File: src/rtl/sbt_pkg.sv
package sbt_pkg;
  typedef enum logic [2:0] {
    CMD_NOP = 3'd0,
    CMD_ACT = 3'd1,
    CMD_RD  = 3'd2,
    CMD_WR  = 3'd3,
    CMD_PRE = 3'd4
  } cmd_e;

  typedef enum logic [1:0] {
    PWR_NORMAL = 2'd0,
    PWR_PPD    = 2'd1,
    PWR_APD    = 2'd2,
    PWR_SUSP   = 2'd3
  } pwr_e;
endpackage

File: src/rtl/sbt_cmd_decode.sv
module sbt_cmd_decode
  import sbt_pkg::*;
(
  input  logic cs_n,
  input  logic ras_n,
  input  logic cas_n,
  input  logic we_n,
  output cmd_e cmd
);
  always_comb begin
    cmd = CMD_NOP;
    if (!cs_n) begin
      unique case ({ras_n, cas_n, we_n})
        3'b011:  cmd = CMD_ACT;
        3'b101:  cmd = CMD_RD;
        3'b100:  cmd = CMD_WR;
        3'b010:  cmd = CMD_PRE;
        default: cmd = CMD_NOP;
      endcase
    end
  end
endmodule

File: src/rtl/sbt_bank_slot.sv
module sbt_bank_slot #(
  parameter int ROW_W = 13,
  parameter int BL_W  = 4
) (
  input  logic             clk,
  input  logic             rst_n,
  input  logic             en,
  input  logic             act_hit,
  input  logic             acc_hit,
  input  logic             acc_ap,
  input  logic             pre_hit,
  input  logic [ROW_W-1:0] row_in,
  input  logic [BL_W-1:0]  bl_eff,
  output logic             is_open,
  output logic [ROW_W-1:0] row_q
);
  logic [BL_W-1:0] ap_cnt;

  always_ff @(posedge clk) begin
    if (!rst_n) begin
      is_open <= 1'b0;
      row_q   <= '0;
      ap_cnt  <= '0;
    end else if (en) begin
      if (pre_hit) begin
        is_open <= 1'b0;
        ap_cnt  <= '0;
      end else if (act_hit) begin
        is_open <= 1'b1;
        row_q   <= row_in;
        ap_cnt  <= '0;
      end else if (acc_hit) begin
        ap_cnt  <= acc_ap ? bl_eff : '0;
      end else if (ap_cnt == BL_W'(1)) begin
        is_open <= 1'b0;
        ap_cnt  <= '0;
      end else if (ap_cnt != '0) begin
        ap_cnt  <= ap_cnt - BL_W'(1);
      end
    end
  end
endmodule

File: src/rtl/sbt_power_class.sv
module sbt_power_class
  import sbt_pkg::*;
(
  input  logic clk,
  input  logic rst_n,
  input  logic cke,
  input  logic any_open,
  input  logic busy,
  output pwr_e pwr
);
  always_ff @(posedge clk) begin
    if (!rst_n)                pwr <= PWR_NORMAL;
    else if (cke)              pwr <= PWR_NORMAL;
    else if (pwr == PWR_NORMAL) begin
      if (!any_open)           pwr <= PWR_PPD;
      else if (busy)           pwr <= PWR_SUSP;
      else                     pwr <= PWR_APD;
    end
  end
endmodule

File: src/rtl/sdram_bank_tracker.sv
module sdram_bank_tracker
  import sbt_pkg::*;
#(
  parameter int NUM_BANKS = 4,
  parameter int ROW_W     = 13,
  parameter int BL_W      = 4,
  parameter int AP_BIT    = 10,
  localparam int BA_W     = $clog2(NUM_BANKS)
) (
  input  logic                       clk,
  input  logic                       rst_n,
  input  logic                       cke,
  input  logic                       cs_n,
  input  logic                       ras_n,
  input  logic                       cas_n,
  input  logic                       we_n,
  input  logic [BA_W-1:0]            ba,
  input  logic [ROW_W-1:0]           addr,
  input  logic [BL_W-1:0]            burst_len,
  output logic [NUM_BANKS-1:0]       bank_open,
  output logic [NUM_BANKS*ROW_W-1:0] bank_row,
  output logic [1:0]                 pwr_state,
  output logic                       proto_err
);
  cmd_e            cmd;
  logic            c_act, c_rdwr, c_pre, sel_open;
  logic [BL_W-1:0] bl_eff, acc_cnt;
  logic            busy;
  pwr_e            pwr;

  sbt_cmd_decode u_dec (
    .cs_n(cs_n), .ras_n(ras_n), .cas_n(cas_n), .we_n(we_n), .cmd(cmd)
  );

  assign c_act    = cke && (cmd == CMD_ACT);
  assign c_rdwr   = cke && (cmd == CMD_RD || cmd == CMD_WR);
  assign c_pre    = cke && (cmd == CMD_PRE);
  assign sel_open = bank_open[ba];
  assign bl_eff   = (burst_len == '0) ? BL_W'(1) : burst_len;

  for (genvar g = 0; g < NUM_BANKS; g++) begin : g_bank
    logic sel;
    assign sel = (ba == BA_W'(g));
    sbt_bank_slot #(.ROW_W(ROW_W), .BL_W(BL_W)) u_slot (
      .clk     (clk),
      .rst_n   (rst_n),
      .en      (cke),
      .act_hit (sel && c_act && !bank_open[g]),
      .acc_hit (sel && c_rdwr && bank_open[g]),
      .acc_ap  (addr[AP_BIT]),
      .pre_hit (c_pre && (sel || addr[AP_BIT])),
      .row_in  (addr),
      .bl_eff  (bl_eff),
      .is_open (bank_open[g]),
      .row_q   (bank_row[g*ROW_W +: ROW_W])
    );
  end

  always_ff @(posedge clk) begin
    if (!rst_n) begin
      acc_cnt   <= '0;
      proto_err <= 1'b0;
    end else if (cke) begin
      if (c_rdwr && sel_open)   acc_cnt <= bl_eff;
      else if (acc_cnt != '0)   acc_cnt <= acc_cnt - BL_W'(1);
      if ((c_rdwr && !sel_open) || (c_act && sel_open)) proto_err <= 1'b1;
    end
  end

  assign busy = (acc_cnt != '0) && (|bank_open);

  sbt_power_class u_pwr (
    .clk(clk), .rst_n(rst_n), .cke(cke),
    .any_open(|bank_open), .busy(busy), .pwr(pwr)
  );

  assign pwr_state = pwr;
endmodule

File: config.mk
export PLATFORM = sky130hd
export DESIGN_NAME = sdram_bank_tracker
export DESIGN_NICKNAME = d
export VERILOG_FILES = /design/src/rtl/sbt_pkg.sv /design/src/rtl/sbt_cmd_decode.sv /design/src/rtl/sbt_bank_slot.sv /design/src/rtl/sbt_power_class.sv /design/src/rtl/sdram_bank_tracker.sv
export SDC_FILE = /design/constraint.sdc
export NUM_CORES = 1
export LEC_CHECK = 0
export ABC_AREA = 1
export BUFFER_PORTS_ARGS = -buffer_cell sky130_fd_sc_hd__buf_2
export CELL_PAD_IN_SITES_DETAIL_PLACEMENT = 1
export CELL_PAD_IN_SITES_GLOBAL_PLACEMENT = 1
export CORE_ASPECT_RATIO = 0.75
export CORE_MARGIN = 4
export CORE_UTILIZATION = 34
export CTS_CLUSTER_SIZE = 16
export DETAILED_ROUTE_END_ITERATION = 16
export GPL_ROUTABILITY_DRIVEN = 0
export HOLD_SLACK_MARGIN = 0.05
export PLACE_DENSITY = 0.71
export SLEW_MARGIN = 15
export SYNTH_ARGS = -nofsm -noshare
export SYNTH_HDL_FRONTEND = slang
export SYNTH_SLANG_ARGS = --single-unit
export TNS_END_PERCENT = 5
File: constraint.sdc
create_clock -name clk -period 1.3 [get_ports clk]
set_input_delay 0 -clock clk [delete_from_list [all_inputs] [get_ports clk]]
set_output_delay 0 -clock clk [all_outputs]
set_load 0.03 [all_outputs]
==> impl_metrics.tcl, run 1 <==
set metrics [dict create \
    hold_end "acc_cnt[2]$_SDFFE_PN0P_" \
    drc 0 \
    htree_levels 3 \
    clk_pin_slew_ns 0.06 \
    grt_pass1_vias 4527 \
    worstPathArrival_ns 1.68 \
    synth-compound-area-share 0.124 \
    syn_nets 663 \
    insertedDiodeCount 0 \
    crit_path_max_fanout 3 \
    drv_slew 0 \
    drive_gt1_frac 0.310 \
    avgSynthCellArea_sq_um 6.48 \
    holdPathStages 5 \
    pin_count 85 \
    status "finished, violations left" \
    grt-ovfl-total 0 \
    r2r_end "g_bank[2].u_slot.is_open$_SDFFE_PN0P_" \
    yosys-top-cells-area "dfxtp_1 (39%), nor2_1 (13%), nand2_1 (12%)" \
    final_cell_area_sq_um 5680 \
    hold_viol 0 \
    via_count 4478 \
    viasPerCell 4.83 \
    ys_ff_latch 79 \
    grt_pass1_wl_um 22200 \
    period_needed_ns 1.41 \
    r2r_slack_ns -0.11 \
    antenna_found_initial 0 \
    stdcell_count 927 \
    routed_wl_um 14000 \
    root_buffer "clkbuf_16" \
    max_cap_viol_count 0 \
    worst_pin_slew_ns 0.343 \
    path_class "reg -> reg" \
    die_h_um 103 \
    synth_cells 626 \
    post_synth_xor_area_fraction 0.00432 \
    hold_path_class "in -> reg" \
    fin_skew_ns 0.00794 \
    min_from "burst_len[2]" \
    cts_tree "yes" \
    p_leak_nw 2.82 \
    dr.pass1.iters 4 \
    die_w_um 134 \
    reg2reg_depth 9 \
    fillCellCount 1533 \
    synth_top_area_share 0.390 \
    fin_ws_ns -0.115 \
    start_kind "register" \
    power_density_nw_per_um2 1630 \
    dp.cells 891 \
    cts_sinks 79 \
    cp-end-kind "register" \
    syn_area_sq_um 4060 \
    synthArstFlopShare 0 \
    core_sq_um 11600 \
    synth_mux_area_frac 0 \
    min_period_over_period 1.09 \
    max_freq_ghz 0.707 \
    ir_drop_mv 0.718 \
    crit_path_start "g_bank[2].u_slot.ap_cnt[1]$_SDFFE_PN0P_" \
    synth_top_family_by_area "simple AND/OR/NAND/NOR gates" \
    rsz0062_at_grt "true" \
    syn_to_final_growth_pct 39.9 \
    worstPathRequired_ns 1.57 \
    start_util 0.349 \
    r2r-start "g_bank[2].u_slot.ap_cnt[1]$_SDFFE_PN0P_" \
    numCtsBuffers 9 \
    track_usage 0.202 \
    synthAdderAreaFrac 0.0339 \
    violations "negative setup slack" \
    synth_common_cells "nor2_1 (139), nand2_1 (125), dfxtp_1 (79), inv_1 (75), o21ai_0 (57)" \
    yosysMostFrequentCell "nor2_1" \
    synth.distinct_cells 26 \
    placed_cell_area_sq_um 4900 \
    synth-simple-area-share 0.345 \
    wl_per_cell_um 15.1 \
    synth-seq-area-share 0.390 \
    slew_headroom 0.771 \
    design.die.area_sq_um 13800 \
    synth-main-ff-cell "dfxtp_1" \
    rows 34 \
    setup_viol 13 \
    final_antenna_net_count 0 \
    dpl.hpwl_um 10100 \
    synth_edf_count 0 \
    drt_iter0_drc 165 \
    final_nets 797 \
    cts_max_path_buffers 2 \
    yosysWarnings 0 \
    total_power_w 0.00926 \
    port_buffers 84 \
    worstSkewPairLatency_ns 0.34 \
    grt_max_degree 76 \
    synth_largest_area_cell "dfxtp_1" \
]
-- report_power, final --
| group | total (W) | switching, W | leakage, nW | internal, W |
|---|---|---|---|---|
| sequential | 0.00299 | 0.000290 | 0.647 | 0.00270 |
| combinational | 0.00379 | 0.00215 | 2.04 | 0.00164 |
| clock | 0.00248 | 0.00111 | 0.136 | 0.00137 |
-- worst max-delay path by stage --
stage	end	cells past startpoint
after floorplan	g_bank[2].u_slot.ap_cnt[0]$_SDFFE_PN0P_	10
after global placement	g_bank[0].u_slot.ap_cnt[2]$_SDFFE_PN0P_	11
after detailed placement	g_bank[2].u_slot.ap_cnt[0]$_SDFFE_PN0P_	10
after CTS	g_bank[1].u_slot.row_q[10]$_SDFFE_PN0P_	5
after global routing	g_bank[2].u_slot.ap_cnt[2]$_SDFFE_PN0P_	10
final	g_bank[2].u_slot.is_open$_SDFFE_PN0P_	9
-- registers in the layout, indices dropped and copies added (netlist names) --
name,flops
g_bank.u_slot.is_open,4
acc_cnt,4
proto_err,1
g_bank.u_slot.row_q,52
g_bank.u_slot.ap_cnt,16
u_pwr.pwr,2
-- repair_timing --
item,4_1_cts,5_1_grt
resized for setup,60,40
pin swaps,7,20
setup endpoints to repair,39,51
buffers inserted,1,4
hold buffers,14,0
cloned,1,0
hold endpoints to repair,45,0
-- through the flow --
stage	hold WS (ns)	util	worst slack, ns	TNS (ns)
after floorplan	0.149	-	0.0359	0
after global placement	0.304	0.422	-0.0767	-1.02
after detailed placement	0.319	0.422	-0.149	-2.76
after CTS	0.0961	0.475	-0.0218	-0.0994
after global routing	0.160	0.489	-0.162	-3.50
final	0.102	0.489	-0.115	-0.331
-- placed cells by master, fill, tap and decap left out, types with 2 or more instances in the layout --
cell and n:
clkbuf_16 9, inv_4 9, nand4_4 3, nand2_1 118
inv_1 59, buf_12 2, nand3_1 32, nor2_4 4
a21oi_1 34, buf_2 84, o21ai_1 8, dfxtp_2 8
dfxtp_1 68, nand4_1 7, ha_2 3, nor2_2 9
ha_1 2, inv_2 14, clkinvlp_4 2, o21ai_0 55
dlygate4sd3_1 14, nor2_1 128, nor3_4 3, ha_4 6
nand3_2 6, dfxtp_4 3, inv_6 3, nand2_2 16
buf_4 45, xor2_1 2
-- worst max-delay path: stages (launching register included) --
cell and delay [ns]:
dfxtp_2 0.35, inv_4 0.05, ha_4 0.15, inv_4 0.07, nor3_4 0.04, buf_4 0.14
or2_1 0.23, nand3_1 0.10, nand2_1 0.09, nor2_1 0.13
-- final cells by class --
cell class,instances,area [sq um],area share
clock buffer,10,239,0.0421
clock inverter,6,50.0,0.00882
inverter,83,335,0.0591
multi-input combinational,442,2310,0.407
sequential,79,1600,0.282
tap,162,203,0.0357
timing repair buffer,145,938,0.165
-- kinds of logic (layout without fill, tap and decap cells) --
logic type / after synthesis / count (layout)
AO/OA/AOI/OAI: 99 / 99
AND/OR/NAND/NOR: 329 / 330
XOR/XNOR: 2 / 2
flip-flops: 79 / 79
adder cells (fa/ha/maj): 11 / 11
buffers and inverters: 106 / 244
-- routing by layer --
layer / vias to the layer above / global-route usage / share of wire
li1: 2236 / - / -
met1: 2110 / 0.246 / 0.46
met2: 108 / 0.361 / 0.48
met3: 24 / 0.0415 / 0.044
met4: 0 / 0.0657 / 0.019
met5: - / 0 / 0
No activity file was read; power rests on OpenSTA's default activity.
==> run 2, diff against run 1 <==
--- a/config.mk
+++ b/config.mk
@@ -13,3 +13,3 @@
 export CORE_MARGIN = 4
-export CORE_UTILIZATION = 34
+export CORE_UTILIZATION = 38
 export CTS_CLUSTER_SIZE = 16
@@ -18,3 +18,3 @@
 export HOLD_SLACK_MARGIN = 0.05
-export PLACE_DENSITY = 0.71
+export PLACE_DENSITY = 0.76
 export SLEW_MARGIN = 15
==> constraint.sdc (replaced) <==
create_clock -name clk -period 1.4 [get_ports clk]
set_input_delay 0.28 -clock clk [delete_from_list [all_inputs] [get_ports clk]]
set_output_delay 0.28 -clock clk [all_outputs]
set_load 0.03 [all_outputs]
==> run 2 against run 1 <==
Compared with the run above: the run now ends clean; power shrank 4.9%; flip-flop and latch count is the same; clock power is essentially flat; combinational power shrank 6.9%; highest routed layer unchanged; core utilization grew 4.4 points; final cell count shrank 4.3%.
==> impl_metrics.tcl, run 2 (synthesized netlist as in run 1, its figures left out) <==
set metrics [dict create \
    power_density_nw_per_um2 1590 \
    status "finished clean" \
    worst_pin_slew_ns 0.303 \
    drv_slew 0 \
    max_freq_ghz 0.716 \
    viasPerCell 4.94 \
    fin_skew_ns 0.0100 \
    slowest_delay_ns 0.33 \
    r2r_slack_ns 0.002 \
    cts_sinks 79 \
    start_kind "register" \
    max_flop_register "g_bank.u_slot.row_q" \
    p_leak_nw 2.78 \
    cts_tree "yes" \
    path_class "reg -> reg" \
    worstSkewPairLatency_ns 0.33 \
    syn_to_final_growth_pct 36.2 \
    track_usage 0.223 \
    rsz0062_at_grt "true" \
    routed_wl_um 13900 \
    min_period_over_period 0.998 \
    htree_levels 3 \
    start_util 0.391 \
    grt_pass1_wl_um 22600 \
    rows 32 \
    crit_path_max_fanout 4 \
    via_count 4385 \
    cp_common_cell "nand2_1" \
    drive_gt1_frac 0.308 \
    clk_pin_slew_ns 0.06 \
    dp.cells 868 \
    port_buffers 84 \
    fin_ws_ns 0.00248 \
    crit_family "simple AND/OR/NAND/NOR gates" \
    root_buffer "clkbuf_16" \
    cpMaxStageDelayCell "dfxtp_2" \
    period_needed_ns 1.40 \
    antenna_found_initial 0 \
    ctsHoldBuffers 0 \
    cts_max_path_buffers 2 \
    drt_iter0_drc 202 \
    final_nets 783 \
    grt_max_degree 44 \
    hold_viol 0 \
    ir_drop_mv 0.775 \
    final_cell_mix "nor2_1 (125), nand2_1 (122), buf_2 (84)" \
    core_sq_um 10400 \
    post-place-ws_ns -0.270 \
    numCtsBuffers 9 \
    stdcell_count 887 \
    hold_path_class "in -> reg" \
    dr.pass1.iters 4 \
    insertedDiodeCount 0 \
    mostFrequentLayoutCell "nor2_1" \
    die_w_um 127 \
    max_cap_viol_count 0 \
    pin_count 85 \
    slew_headroom 0.796 \
    top_regs "g_bank.u_slot.row_q: 52 flops, g_bank.u_slot.ap_cnt: 16 flops" \
    die_h_um 97.5 \
    cp_cell_sequence "inv_4, ha_4, inv_2, nor3_4, nor2_1, nand2_1, nand2_1, nand2_1, nand3_1, nand2_1, nor2_2" \
    largest_reg_flops 52 \
    grt-ovfl-total 0 \
    final_antenna_net_count 0 \
    dpl.hpwl_um 10400 \
    design.die.area_sq_um 12400 \
    worstPathArrival_ns 1.63 \
    drc 0 \
    wl_per_cell_um 15.6 \
    fin_tns_setup_ns 0 \
    worstPathRequired_ns 1.63 \
    path_buf_inv 2 \
    setup_viol 0 \
    total_power_w 0.00881 \
    cp-end-kind "register" \
    grt_pass1_vias 4597 \
]
-- run 2: changes by cell type in the layout (fill, tap and decap cells not counted), moves of 4 or more --
| cell | previous run | this run |
|---|---|---|
| dlygate4sd3_1 | 14 | 0 |
| nor2_2 | 9 | 14 |
| inv_4 | 9 | 5 |
| nand2_2 | 16 | 11 |
| nand2_1 | 118 | 122 |
-- run 2: what timing repair did --
item | in CTS | in global routing
gates resized for setup | 18 | 67
setup buffers | 0 | 3
setup endpoints to repair | 17 | 28
pin swaps | 4 | 8
-- run 2: layer usage --
metal	GRT usage	vias to the layer above	wire (um)
li1	-	2197	-
met1	0.306	2091	6700
met2	0.363	79	6430
met3	0.0445	18	584
met4	0.0462	0	140
met5	0	-	0
-- run 2: per-stage QoR --
step	area (sq um)	util	hold WS, ns
after floorplan	4060	-	0.429
after global placement	4930	0.475	0.429
after detailed placement	4930	0.475	0.437
after CTS	5290	0.510	0.269
after global routing	5520	0.533	0.278
final	5520	0.533	0.276
-- run 2: area by class of cell --
type / count / area, sq um
sequential: 79 / 1600
fill: 1367 / 4850
tap: 136 / 170
timing repair buffer: 132 / 835
multi-input combinational: 441 / 2280
inverter: 83 / 324
clock buffer: 11 / 233
clock inverter: 5 / 82.6
-- run 2: report_power, final --
part           switching [W]  internal (W)
logic                0.00207       0.00146
clock network       0.000935       0.00157
registers           0.000271       0.00251
-- run 2: worst register-to-register path: stages, from the launching register on --
cell and delay [ns]:
dfxtp_2 0.33, inv_4 0.08, ha_4 0.13, inv_2 0.06, nor3_4 0.22, nor2_1 0.07
nand2_1 0.06, nand2_1 0.06, nand2_1 0.08, nand3_1 0.09, nand2_1 0.08, nor2_2 0.04
-- run 2: worst paths after layout --
path / start / endpoint / cells after the start
hold / removal: ba[0] / g_bank[3].u_slot.is_open$_SDFFE_PN0P_ / 3
hold reg to reg: g_bank[3].u_slot.row_q[10]$_SDFFE_PN0P_ / g_bank[3].u_slot.row_q[10]$_SDFFE_PN0P_ / 2
setup reg to reg: g_bank[1].u_slot.ap_cnt[1]$_SDFFE_PN0P_ / g_bank[1].u_slot.ap_cnt[2]$_SDFFE_PN0P_ / 11
setup / recovery: g_bank[1].u_slot.ap_cnt[1]$_SDFFE_PN0P_ / g_bank[1].u_slot.ap_cnt[2]$_SDFFE_PN0P_ / 11
==> run 3, diff against run 2 <==
CORE_UTILIZATION = 34   (was 38)
PLACE_DENSITY = 0.71   (was 0.76)
clock period = 1.2 ns   (was 1.4 ns; I/O delays follow)
==> run 3 against run 2 <==
Compared with the run above: count of clock-buffer cells in the layout rose by 1; core utilization fell by 3.0 points; worst hold slack got worse by 0.045 ns; combinational power rose by 30%; first-iteration DRC count fell by 25%; register-to-register slack got worse by 0.17 ns; cell area rose by 5.6%; the flow now finishes with violations (negative setup slack); critical path type unchanged; via count rose by 1.7%; power rose by 24%.
==> impl_metrics.tcl, run 3 (synthesized netlist as in run 1, its figures left out) <==
set metrics [dict create \
    status "finished, violations left" \
    violations "negative setup slack" \
    design.die.area_sq_um 13800 \
    hold_viol 0 \
    rsz0062_at_grt "true" \
    cp-end-kind "register" \
    hold_path_class "in -> reg" \
    holdPathStages 3 \
    via_count 4461 \
    slowest_delay_ns 0.35 \
    p_leak_nw 2.93 \
    max_flop_register "g_bank.u_slot.row_q" \
    syn_to_final_growth_pct 43.8 \
    slew_headroom 0.791 \
    path_buf_inv 4 \
    grt_pass1_wl_um 23300 \
    cpMaxStageDelayCell "dfxtp_2" \
    cp_common_cell "inv_4" \
    worst_pin_slew_ns 0.313 \
    cp_cell_sequence "inv_4, ha_2, inv_4, nand3_4, inv_4, nand4_4, buf_6, a21oi_2, nor2_1" \
    fin_ws_ns -0.171 \
    dr.pass1.iters 4 \
    setup_viol 25 \
    cts_tree "yes" \
    grt_max_degree 43 \
    min_from "ba[0]" \
    root_buffer "clkbuf_16" \
    ir_drop_mv 0.866 \
    fin_skew_ns 0.00492 \
    utilization 0.502 \
    reg2reg_depth 9 \
    clk_pin_slew_ns 0.06 \
    routed_wl_um 14500 \
    ff_latch_area_sq_um 1600 \
    worstPathRequired_ns 1.44 \
    drv_slew 0 \
    pin_count 85 \
    r2r_end "g_bank[2].u_slot.ap_cnt[2]$_SDFFE_PN0P_" \
    drive_gt1_frac 0.336 \
    period_needed_ns 1.37 \
    viasPerCell 4.79 \
    drt_iter0_drc 152 \
    wl_per_cell_um 15.6 \
    path_class "reg -> reg" \
    cts_max_path_buffers 2 \
    total_power_w 0.0109 \
    ctsHoldBuffers 0 \
    start_kind "register" \
    mostFrequentLayoutCell "nor2_1" \
    grt-ovfl-total 0 \
    die_h_um 103 \
    numCtsBuffers 9 \
    worstSkewPairLatency_ns 0.34 \
    dpl.hpwl_um 10700 \
    start_util 0.349 \
    multi_input_area_sq_um 2340 \
    track_usage 0.213 \
    max_freq_ghz 0.729 \
    crit_family "buffers and inverters" \
    cts_sinks 79 \
    power_density_nw_per_um2 1870 \
    port_buffers 84 \
    crit_path_max_fanout 5 \
    hold_end "g_bank[3].u_slot.is_open$_SDFFE_PN0P_" \
    top_regs "g_bank.u_slot.row_q: 52 flops, g_bank.u_slot.ap_cnt: 16 flops" \
    grt_pass1_vias 4593 \
    r2r-start "g_bank[2].u_slot.ap_cnt[1]$_SDFFE_PN0P_" \
    core_sq_um 11600 \
    die_w_um 134 \
    final_antenna_net_count 0 \
    rows 34 \
    antenna_found_initial 1 \
    min_period_over_period 1.14 \
    final_nets 801 \
    final_cell_mix "nor2_1 (126), nand2_1 (116), buf_2 (80)" \
    worstPathArrival_ns 1.61 \
    htree_levels 3 \
    fillCellCount 1473 \
    largest_reg_flops 52 \
    r2r_slack_ns -0.17 \
    drc 0 \
    max_cap_viol_count 0 \
]
run 3: layout make-up:
class	instances	area share
Multi-Input combinational cell	442	0.401
Antenna cell	1	0.000429
Timing Repair Buffer	149	0.174
Clock inverter	4	0.0133
Tap cell	162	0.0347
Inverter	83	0.0577
Clock buffer	12	0.0440
Sequential cell	79	0.275
run 3: timing repair:
item,4_1_cts,5_1_grt
pin swaps,13,17
gates cloned,0,1
resized for setup,75,45
buffers inserted,3,3
setup endpoints to repair,69,78
run 3: how the worst max path moves through the flow:
stage / slack (ns) / cells after the start / to / start
after floorplan: -0.04 / 8 / g_bank[3].u_slot.ap_cnt[0]$_SDFFE_PN0P_ / g_bank[3].u_slot.ap_cnt[1]$_SDFFE_PN0P_
after global placement: -0.26 / 9 / acc_cnt[1]$_SDFFE_PN0P_ / cs_n
after detailed placement: -0.34 / 9 / acc_cnt[0]$_SDFFE_PN0P_ / cas_n
after CTS: -0.15 / 13 / g_bank[2].u_slot.ap_cnt[2]$_SDFFE_PN0P_ / g_bank[2].u_slot.ap_cnt[0]$_SDFFE_PN0P_
after global routing: -0.26 / 11 / g_bank[0].u_slot.ap_cnt[2]$_SDFFE_PN0P_ / g_bank[0].u_slot.ap_cnt[1]$_SDFFE_PN0P_
final: -0.17 / 9 / g_bank[2].u_slot.ap_cnt[2]$_SDFFE_PN0P_ / g_bank[2].u_slot.ap_cnt[1]$_SDFFE_PN0P_
run 3: metrics by stage:
step | setup slack, ns | instance area (sq um) | hold slack [ns] | setup TNS, ns | std cells
final | -0.171 | 5830 | 0.231 | -2.38 | 932
after global routing | -0.263 | 5830 | 0.232 | -5.71 | 932
after CTS | -0.153 | 5650 | 0.216 | -2.17 | 927
after detailed placement | -0.339 | 5100 | 0.436 | -18.15 | 908
after global placement | -0.258 | 5100 | 0.431 | -15.11 | 908
after floorplan | -0.0360 | 4080 | 0.389 | -0.241 | 626
run 3: power by group:
part           total, W  internal (W)  leakage [nW]  switching (W)
combinational   0.00459       0.00198          2.12        0.00261
sequential      0.00323       0.00293         0.647       0.000298
clock           0.00309       0.00195         0.163        0.00114
run 3: worst min-delay path: stages:
cell and delay, ns:
buf_2 0.13, nand4_1 0.10, a21oi_1 0.06
run 3: layer usage:
layer,vias up,GRT usage,part of all wire
met2,59,0.365,0.48
met4,0,0.0618,0.017
li1,2252,-,-
met5,-,0,0
met3,21,0.0366,0.025
met1,2129,0.279,0.48
